`config.mk`:
```
export PLATFORM = sky130hd
export DESIGN_NAME = palLut
export DESIGN_NICKNAME = d
export VERILOG_FILES = /design/src/rtl/palPkg.sv /design/src/rtl/palCtrl.sv /design/src/rtl/palData.sv /design/src/rtl/palLut.sv
export SDC_FILE = /design/constraint.sdc
export NUM_CORES = 2
export LEC_CHECK = 0
export ABC_AREA = 0
export BUFFER_PORTS_ARGS = -buffer_cell sky130_fd_sc_hd__buf_2
export CAP_MARGIN = 20
export CORE_ASPECT_RATIO = 1.4
export CORE_MARGIN = 8
export CORE_UTILIZATION = 42
export DETAILED_ROUTE_END_ITERATION = 10
export SLEW_MARGIN = 20
export SYNTH_ARGS = -nofsm -noshare
export SYNTH_HDL_FRONTEND = slang
export SYNTH_HIERARCHICAL = 1
export SYNTH_SLANG_ARGS = --single-unit
```
`constraint.sdc`:
```
create_clock -name clk -period 4.67 [get_ports clk]
set_clock_uncertainty 0.15 [all_clocks]
set_input_delay 0.467 -clock clk [delete_from_list [all_inputs] [get_ports clk]]
set_output_delay 0.467 -clock clk [all_outputs]
set_load 0.02 [all_outputs]
```
`src/rtl/palPkg.sv`:
```
package palPkg;
  // Strobes passed from the decode logic to the storage datapath.
  typedef struct packed {
    logic wrStb;   // store a word this cycle
    logic rdStb;   // register read requested
    logic rdHit;   // read address falls inside the window
    logic lkStb;   // lookup requested
    logic lkOdd;   // lookup uses the upper half of the word
  } palStrobes_t;
endpackage

```
`src/rtl/palCtrl.sv`:
```
module palCtrl
  import palPkg::*;
#(
  parameter int ADDR_W   = 12,
  parameter int WIN_BASE = 'h200,
  parameter int WORDS    = 128,
  parameter int IDX_W    = 8
) (
  input  logic                  wrEn,
  input  logic [ADDR_W-1:0]     wrAddr,
  input  logic                  rdEn,
  input  logic [ADDR_W-1:0]     rdAddr,
  input  logic                  lkReq,
  input  logic [IDX_W-1:0]      lkIndex,
  output palStrobes_t           strb,
  output logic [IDX_W-2:0]      wrWord,
  output logic [IDX_W-2:0]      rdWord,
  output logic [IDX_W-2:0]      lkWord
);
  localparam int WIDX_W = IDX_W - 1;
  localparam logic [ADDR_W:0] BASE_L = (ADDR_W+1)'(WIN_BASE);
  localparam logic [ADDR_W:0] END_L  = (ADDR_W+1)'(WIN_BASE + WORDS * 4);

  function automatic logic inWindow(input logic [ADDR_W-1:0] a);
    return ({1'b0, a} >= BASE_L) && ({1'b0, a} < END_L);
  endfunction

  function automatic logic [WIDX_W-1:0] wordOf(input logic [ADDR_W-1:0] a);
    logic [ADDR_W-1:0] off;
    off = a - BASE_L[ADDR_W-1:0];
    return off[WIDX_W+1:2];
  endfunction

  always_comb begin
    strb.wrStb = wrEn && inWindow(wrAddr);
    strb.rdStb = rdEn;
    strb.rdHit = inWindow(rdAddr);
    strb.lkStb = lkReq;
    strb.lkOdd = lkIndex[0];
    wrWord     = wordOf(wrAddr);
    rdWord     = wordOf(rdAddr);
    lkWord     = lkIndex[IDX_W-1:1];
  end
endmodule

```
`src/rtl/palData.sv`:
```
module palData
  import palPkg::*;
#(
  parameter int DATA_W = 32,
  parameter int WORDS  = 128,
  parameter int COMP_W = 5,
  parameter int OUT_W  = 8,
  parameter int WIDX_W = 7
) (
  input  logic                 clk,
  input  logic                 rstN,
  input  palStrobes_t          strb,
  input  logic [WIDX_W-1:0]    wrWord,
  input  logic [WIDX_W-1:0]    rdWord,
  input  logic [WIDX_W-1:0]    lkWord,
  input  logic [DATA_W-1:0]    wrData,
  output logic [DATA_W-1:0]    rdData,
  output logic                 rdValid,
  output logic                 lkValid,
  output logic [3*OUT_W-1:0]   comps
);
  localparam int HALF_W = DATA_W / 2;
  localparam int PAD_W  = OUT_W - COMP_W;

  logic [DATA_W-1:0] mem [WORDS];
  logic [HALF_W-1:0] halfSel;
  logic [HALF_W-1:0] halfQ;

  // Storage has no reset; contents are undefined until written.
  always_ff @(posedge clk) begin
    if (strb.wrStb) mem[wrWord] <= wrData;
  end

  always_comb begin
    halfSel = strb.lkOdd ? mem[lkWord][DATA_W-1:HALF_W] : mem[lkWord][HALF_W-1:0];
  end

  // Reads sample the array before the same-edge write lands.
  always_ff @(posedge clk) begin
    if (!rstN) begin
      rdData  <= '0;
      rdValid <= 1'b0;
      lkValid <= 1'b0;
      halfQ   <= '0;
    end else begin
      rdValid <= strb.rdStb;
      lkValid <= strb.lkStb;
      if (strb.rdStb) rdData <= strb.rdHit ? mem[rdWord] : '0;
      if (strb.lkStb) halfQ <= halfSel;
    end
  end

  for (genvar c = 0; c < 3; c++) begin : gComp
    assign comps[c*OUT_W +: OUT_W] = {halfQ[c*COMP_W +: COMP_W], {PAD_W{1'b0}}};
  end
endmodule

```
`src/rtl/palLut.sv`:
```
module palLut
  import palPkg::*;
#(
  parameter int ADDR_W   = 12,
  parameter int DATA_W   = 32,
  parameter int WIN_BASE = 'h200,
  parameter int ENTRIES  = 256,
  parameter int COMP_W   = 5,
  parameter int OUT_W    = 8
) (
  input  logic              clk,
  input  logic              rstN,
  input  logic              wrEn,
  input  logic [ADDR_W-1:0] wrAddr,
  input  logic [DATA_W-1:0] wrData,
  input  logic              rdEn,
  input  logic [ADDR_W-1:0] rdAddr,
  output logic [DATA_W-1:0] rdData,
  output logic              rdValid,
  input  logic              lkReq,
  input  logic [$clog2(ENTRIES)-1:0] lkIndex,
  output logic              lkValid,
  output logic [OUT_W-1:0]  red,
  output logic [OUT_W-1:0]  green,
  output logic [OUT_W-1:0]  blue
);
  localparam int IDX_W  = $clog2(ENTRIES);
  localparam int WORDS  = ENTRIES / 2;
  localparam int WIDX_W = IDX_W - 1;

  palStrobes_t        strb;
  logic [WIDX_W-1:0]  wrWord, rdWord, lkWord;
  logic [3*OUT_W-1:0] comps;

  palCtrl #(.ADDR_W(ADDR_W), .WIN_BASE(WIN_BASE), .WORDS(WORDS), .IDX_W(IDX_W)) u_ctrl (
    .wrEn(wrEn), .wrAddr(wrAddr), .rdEn(rdEn), .rdAddr(rdAddr),
    .lkReq(lkReq), .lkIndex(lkIndex), .strb(strb),
    .wrWord(wrWord), .rdWord(rdWord), .lkWord(lkWord)
  );

  palData #(.DATA_W(DATA_W), .WORDS(WORDS), .COMP_W(COMP_W), .OUT_W(OUT_W), .WIDX_W(WIDX_W)) u_data (
    .clk(clk), .rstN(rstN), .strb(strb),
    .wrWord(wrWord), .rdWord(rdWord), .lkWord(lkWord), .wrData(wrData),
    .rdData(rdData), .rdValid(rdValid), .lkValid(lkValid), .comps(comps)
  );

  assign red   = comps[0*OUT_W +: OUT_W];
  assign green = comps[1*OUT_W +: OUT_W];
  assign blue  = comps[2*OUT_W +: OUT_W];
endmodule

```
### Word-level counts from Yosys, hierarchy flattened

Memories as Yosys holds them, arrays and structs flattened.
Cells that the tools add are included.
W data, S select, Z words.

| storage, ports and cells | value |
|---|---|
| register bits after elaboration | 49 |
| memory bits (writable) | 4096 |
| input bits | 69 |
| output and inout bits | 58 |
| word-level logic and storage cells | 18 |
| memories kept | 1 |

Memory list:

| memory | depth | width | rd ports | clocked after memory_dff | write ports | RTL line | source |
|---|---|---|---|---|---|---|---|
| u_data.mem | 128 | 32 | 2 | 0 | 1 | palData.sv:25 | `logic [DATA_W-1:0] mem [WORDS];` |

| operators by class | value |
|---|---|
| $add $sub $neg | 2 |
| order comparisons | 4 |
| muxes and demuxes | 4 |
| reductions and logical operators | 3 |

Operators with widths:

| kind | number |
|---|---|
| $mux W32 | 1 |
| $ge A12 B10 Y1 const B | 2 |
| $lt A12 B11 Y1 const B | 2 |
| $sub A9 B1 Y9 const B | 2 |
| $mux W15 | 1 |
| $logic_and A1 B1 Y1 | 3 |
| $mux W1 | 2 |

### Logic depth before layout (Yosys ltp)

| depth | value |
|---|---|
| depth in word-level cells | 5 |
| depth in mapped cells | 15 |

### Cells and area by module

The synthesis kept the hierarchy.

Modules (own cells, without submodules):

| module | times used | cells each | area an instance (µm²) | sequential area each (µm²) |
|---|---|---|---|---|
| palData | 1 | 9175 | 188447.0 | 123978.9 |
| palCtrl | 1 | 26 | 200.2 | 0.0 |

### Worst setup path before layout

OpenSTA, ideal clock, no wires.

| timing path | value |
|---|---|
| path type | input port to flip-flop |
| from | input port wrAddr[10] |
| to | memory u_data.mem[98][0] (enable) |
| setup time | 461 ps |
| arrival time | 3515 ps |
| setup slack | 544 ps |
| stages | 4 |
| cell sequence | and4bb_2 -> clkbuf_1 -> nand4_1 -> nor3_1 |

| between the ends | value |
|---|---|
| cells in the longest elaborated chain, start to end | 5 |
| elaborated cells between the ends (all ways) | 6 |

RTL lines:

| item | RTL line | source |
|---|---|---|
| start: declaration | palLut.sv:14 | `input logic [ADDR_W-1:0] wrAddr,` |
| $ge A12 B10 Y1 or $lt A12 B11 Y1 (tied branches) | palCtrl.sv:25 | `return ({1'b0, a} >= BASE_L) && ({1'b0, a} < END_L);` |
| $logic_and A1 B1 Y1 * | palCtrl.sv:25 |  |
| $logic_and A1 B1 Y1 * | palCtrl.sv:35 | `strb.wrStb = wrEn && inWindow(wrAddr);` |
| $mux W1 * | palData.sv:31 | `if (strb.wrStb) mem[wrWord] <= wrData;` |
| $mux W1 (not written as such) * | palData.sv:31 |  |
| end: declaration | palData.sv:25 |  |

Every way passes the cells marked *; elsewhere a longest branch is shown, timed or not.

### Final worst setup path

| timing path | value |
|---|---|
| from | input port rdAddr[8] |
| to | register u_data.rdData[23] |

| between the ends | value |
|---|---|
| cells in the longest elaborated chain, start to end | 3 |
| elaborated cells between the ends (all ways) | 6 |

RTL lines:

| item | RTL line | source |
|---|---|---|
| start: declaration | palLut.sv:17 | `input logic [ADDR_W-1:0] rdAddr,` |
| $sub A9 B1 Y9 (tied with other cells) | palCtrl.sv:30 | `off = a - BASE_L[ADDR_W-1:0];` |
| $mem_v2 Z128 W32 or $logic_and A1 B1 Y1 (tied branches) | -- |  |
| $mux W32 * | palData.sv:48 | `if (strb.rdStb) rdData <= strb.rdHit ? mem[rdWord] : '0;` |
| end signal: assignment | palData.sv:48 |  |
| end: declaration | palData.sv:17 | `output logic [DATA_W-1:0] rdData,` |

Marks and branches as above.
A chain may end at the register's enable or synchronous reset.

==> PnR_summary.wiki <==
{| class="wikitable"
! Metric !! Value
|-
| Total Wirelength || around 730,000 µm
|-
| Transition time at the pin with the least slew margin || between 1000 and 1500 ps
|-
| Flip-flop and latch count after synthesis || roughly 4,100
|-
| Post-Synthesis Cells || around 9,200
|-
| Global-route wire length before repair || roughly 980,000 µm
|-
| Rows || around 290
|-
| Category of the worst setup path capture point || flip-flop
|-
| Yosys synthesis warning count || 6
|-
| Chip width || between 500 and 600 µm
|-
| Total track usage || 0.3045
|-
| Req. time, crit path || about 5500 ps
|-
| Height of the die || just over 800 µm
|-
| Leading register cell type out of synthesis || sky130_fd_sc_hd__edfxtp_1
|-
| Vias in the first global route || 111,900
|-
| Final setup violation count || 0
|-
| Startpoint type of the worst setup path || input pin
|-
| Clk sink count || roughly 4,100
|-
| Area growth from synthesis to layout || 14.70%
|-
| Later-pin clock latency in the skew report || 1050 ps
|-
| Post-route ant nets || 0
|-
| CTS clk-pin slew, worst paths || around 60 ps
|-
| WL per Instance || ~45 µm
|-
| Per-cell via count in the routed design || 6.954
|-
| Final min period || roughly 3900 ps
|-
| Status || finished, final reports clean
|-
| Arrival time worst endpoint || around 4800 ps
|-
| Static leakage || 0.06835 µW
|-
| Crit path kind || input pin to flip-flop
|-
| Power density over the cells || ~380 nW/µm²
|-
| Average instance area after synthesis || 20.50 µm²
|-
| Top Ports || approximately 130
|-
| Sum of negative setup slack || 0 ps
|-
| Half-perimeter wire length of the detailed placement result || a little under 500,000 µm
|-
| Drt first-iter violations || 17,640
|-
| Count of port buffers added during placement || 113
|-
| Number of library cell types mapped by synthesis || 68
|-
| Die Area || approximately 470,000 µm²
|-
| Clock tree root buffer cell || sky130_fd_sc_hd__clkbuf_16
|-
| Num CTS Buffers || 407
|-
| Placer's final routability congestion estimate || about 0.97
|-
| Worst-path maximum fanout || 16
|-
| Async S/R FF share, synth || 0
|-
| Starting utilization of the core area || 0.4212
|-
| Congestion Overflow GR || 0
|-
| Layout cells sized above 1 || 0.3662
|-
| Share of the clock period used by the worst path after layout || 0.8409
|-
| Residual DRC count || 0
|-
| Largest vdd supply drop || 0.0004148 V
|-
| Multi-input combinational cell area || around 60,000 µm²
|-
| Pre-antenna DRT Iters || 9
|-
| Unrepaired setup endpoints after global routing || false
|-
| Fillcell total || about 36,000
|-
| Sequential fraction of the synthesis area || 0.6572
|-
| Design Power || just over 80,000 µW
|-
| Slew Limit Headroom || 0.1374
|-
| Worst hold margin || around 49 ps
|-
| Post-synth EDFFs || between 4,000 and 5,000
|-
| Clock H-tree levels || 5
|-
| Via count || roughly 110k
|-
| Fmax || 254.7 MHz
|-
| Number of post-CTS setup repair buffers || 0
|-
| Post-Syn Area || around 190,000 µm²
|-
| Post-Place Worst Slack || 52.80 ps
|-
| Antenna violations before repair || slightly below 100
|-
| CTS tree || done
|-
| Final Max Slew Viols || 0
|-
| CORE AREA || around 450,000 µm²
|-
| Reported max-cap violation count || 0
|-
| Total count of hold-check failures in the final report || 0
|-
| Min-Delay Path Class || input pin to flip-flop
|-
| Crit path setup slack, layout || approximately 740 ps
|-
| Total area of sequential cells || between 100,000 and 150,000 µm²
|-
| Number of buffers on the longest clock path || 4
|-
| Net count reported at finish || 9,972
|-
| Maximum number of pins on one net before global-route repair || approximately 130
|}
## worst max-delay path, stage by stage
cell and delay [ps]:
sky130_fd_sc_hd__dlygate4sd3_1 670, sky130_fd_sc_hd__buf_2 260, sky130_fd_sc_hd__nand2b_2 100, sky130_fd_sc_hd__buf_4 330, sky130_fd_sc_hd__nor2_1 200, sky130_fd_sc_hd__and2_1 380, sky130_fd_sc_hd__buf_4 320, sky130_fd_sc_hd__a21oi_1 610
sky130_fd_sc_hd__nand3_1 530, sky130_fd_sc_hd__nor2_1 550, sky130_fd_sc_hd__buf_4 200, sky130_fd_sc_hd__a22o_1 110
## per-layer routing
| metal | GRT usage | vias to the layer above | share of wire |
|---|---|---|---|
| met3 | 0.08337 | 1868 | 0.12 |
| li1 | - | 41740 | - |
| met5 | 0.002936 | - | 0.00066 |
| met2 | 0.4699 | 7974 | 0.46 |
| met1 | 0.3653 | 60730 | 0.33 |
| met4 | 0.2307 | 46 | 0.097 |
## Yosys cell counts, types with 5 or more instances
cell type / n / share of area
sky130_fd_sc_hd__o211ai_1: 11 / 0.00044
sky130_fd_sc_hd__nor4_1: 34 / 0.0011
sky130_fd_sc_hd__a221o_1: 5 / 0.00027
sky130_fd_sc_hd__a31oi_1: 37 / 0.0012
sky130_fd_sc_hd__a21oi_1: 93 / 0.0025
sky130_fd_sc_hd__nand2b_1: 16 / 0.00053
sky130_fd_sc_hd__a32o_1: 8 / 0.00042
sky130_fd_sc_hd__o221ai_1: 80 / 0.0037
sky130_fd_sc_hd__a221oi_1: 38 / 0.0018
sky130_fd_sc_hd__a211o_1: 19 / 0.00088
sky130_fd_sc_hd__or3_1: 6 / 0.00020
sky130_fd_sc_hd__dfxtp_1: 49 / 0.0052
sky130_fd_sc_hd__buf_1: 60 / 0.0012
sky130_fd_sc_hd__buf_4: 125 / 0.0050
sky130_fd_sc_hd__a2111oi_0: 21 / 0.00097
sky130_fd_sc_hd__buf_6: 63 / 0.0038
sky130_fd_sc_hd__a311oi_1: 10 / 0.00046
sky130_fd_sc_hd__edfxtp_1: 4096 / 0.65
sky130_fd_sc_hd__mux2_2: 28 / 0.0017
sky130_fd_sc_hd__buf_2: 196 / 0.0052
sky130_fd_sc_hd__a22oi_1: 152 / 0.0060
sky130_fd_sc_hd__and2_1: 13 / 0.00043
sky130_fd_sc_hd__clkbuf_1: 302 / 0.0060
sky130_fd_sc_hd__mux4_2: 1952 / 0.23
sky130_fd_sc_hd__or2_2: 7 / 0.00023
sky130_fd_sc_hd__o32ai_1: 6 / 0.00028
sky130_fd_sc_hd__o22ai_1: 228 / 0.0076
sky130_fd_sc_hd__o21ai_0: 68 / 0.0018
sky130_fd_sc_hd__buf_8: 8 / 0.00064
sky130_fd_sc_hd__nand3_1: 100 / 0.0027
sky130_fd_sc_hd__a211oi_1: 63 / 0.0025
sky130_fd_sc_hd__nand2_1: 166 / 0.0033
sky130_fd_sc_hd__nor2b_1: 40 / 0.0013
sky130_fd_sc_hd__nor3_1: 84 / 0.0022
sky130_fd_sc_hd__o21ai_1: 55 / 0.0015
sky130_fd_sc_hd__nand4_1: 24 / 0.00080
sky130_fd_sc_hd__a22o_1: 30 / 0.0014
sky130_fd_sc_hd__a32oi_1: 13 / 0.00060
sky130_fd_sc_hd__nor2_1: 243 / 0.0048
sky130_fd_sc_hd__mux2i_1: 605 / 0.032
## flip-flops by register name (all words and copies together) (netlist names)
| signal | flops |
|---|---|
| u_data/rdData | 32 |
| u_data/mem | 4096 |
| u_data/lkValid | 1 |
| u_data/rdValid | 1 |
| u_data/halfQ | 15 |
## placed cells by master (no fill, tap or decap), types with 80 or more instances in the layout
| master | synthesis | routed |
|---|---|---|
| sky130_fd_sc_hd__nor2_1 | 243 | 122 |
| sky130_fd_sc_hd__o22ai_1 | 228 | 228 |
| sky130_fd_sc_hd__buf_12 | 4 | 180 |
| sky130_fd_sc_hd__mux4_2 | 1952 | 1952 |
| sky130_fd_sc_hd__clkinv_1 | 0 | 92 |
| sky130_fd_sc_hd__edfxtp_1 | 4096 | 4096 |
| sky130_fd_sc_hd__a21oi_1 | 93 | 93 |
| sky130_fd_sc_hd__nand3_1 | 100 | 95 |
| sky130_fd_sc_hd__nand2_1 | 166 | 159 |
| sky130_fd_sc_hd__clkbuf_16 | 0 | 417 |
| sky130_fd_sc_hd__nor2_4 | 0 | 120 |
| sky130_fd_sc_hd__a22oi_1 | 152 | 152 |
| sky130_fd_sc_hd__buf_4 | 125 | 740 |
| sky130_fd_sc_hd__mux2i_1 | 605 | 605 |
| sky130_fd_sc_hd__o221ai_1 | 80 | 80 |
| sky130_fd_sc_hd__clkinv_2 | 0 | 84 |
## kinds of logic after synthesis
kind of cell | share of synthesized area
mux | 0.2668
buf+inv | 0.02232
simple gates | 0.01864
flops | 0.6572
compound gates | 0.03501
other cells | 0.00001988
## area by class of cell
type / count / share of cell area
Antenna cell: 55 / 0.0006361
Multi-Input combinational cell: 4300 / 0.2849
Clock inverter: 247 / 0.01089
Tap cell: 5860 / 0.03389
Clock buffer: 502 / 0.05016
Sequential cell: 4145 / 0.5730
Inverter: 6 / 0.0001503
Timing Repair Buffer: 1043 / 0.04641
## worst paths after layout
path / to / slack [ps] / from / depth (start not counted)
setup / recovery: u_data/rdData[23] / 740 / rdAddr[8] / 12
hold reg to reg: u_data/rdData[12] / 330 / u_data/rdData[12] / 1
setup reg to reg: u_data/rdData[28] / 1160 / u_data/mem[52][28] / 6
hold / removal: u_data/mem[18][27] / 50 / wrData[27] / 1
## power breakdown
part	leakage (µW)	total [µW]	switching, µW	internal [µW]
clock network	0.00646	33400	14800	18600
logic	0.0247	7170	4580	2590
registers	0.0372	41000	72.3	40900
total	0.0683	81500	19400	62000
## repair_timing
item | 4_1_cts | 5_1_grt
resized for setup | 0 | 0
hold endpoints to repair | 1024 | 0
hold buffers | 39 | 0
## stage by stage
step	instances	area (µm²)	utilization
after floorplan	9209	188700	-
after global placement	15310	202600	0.4523
after detailed placement	15310	202600	0.4524
after CTS	16100	216200	0.4828
after global routing	16120	216300	0.4830
final	16160	216400	0.4831
Power figures use the tool's default switching activity.
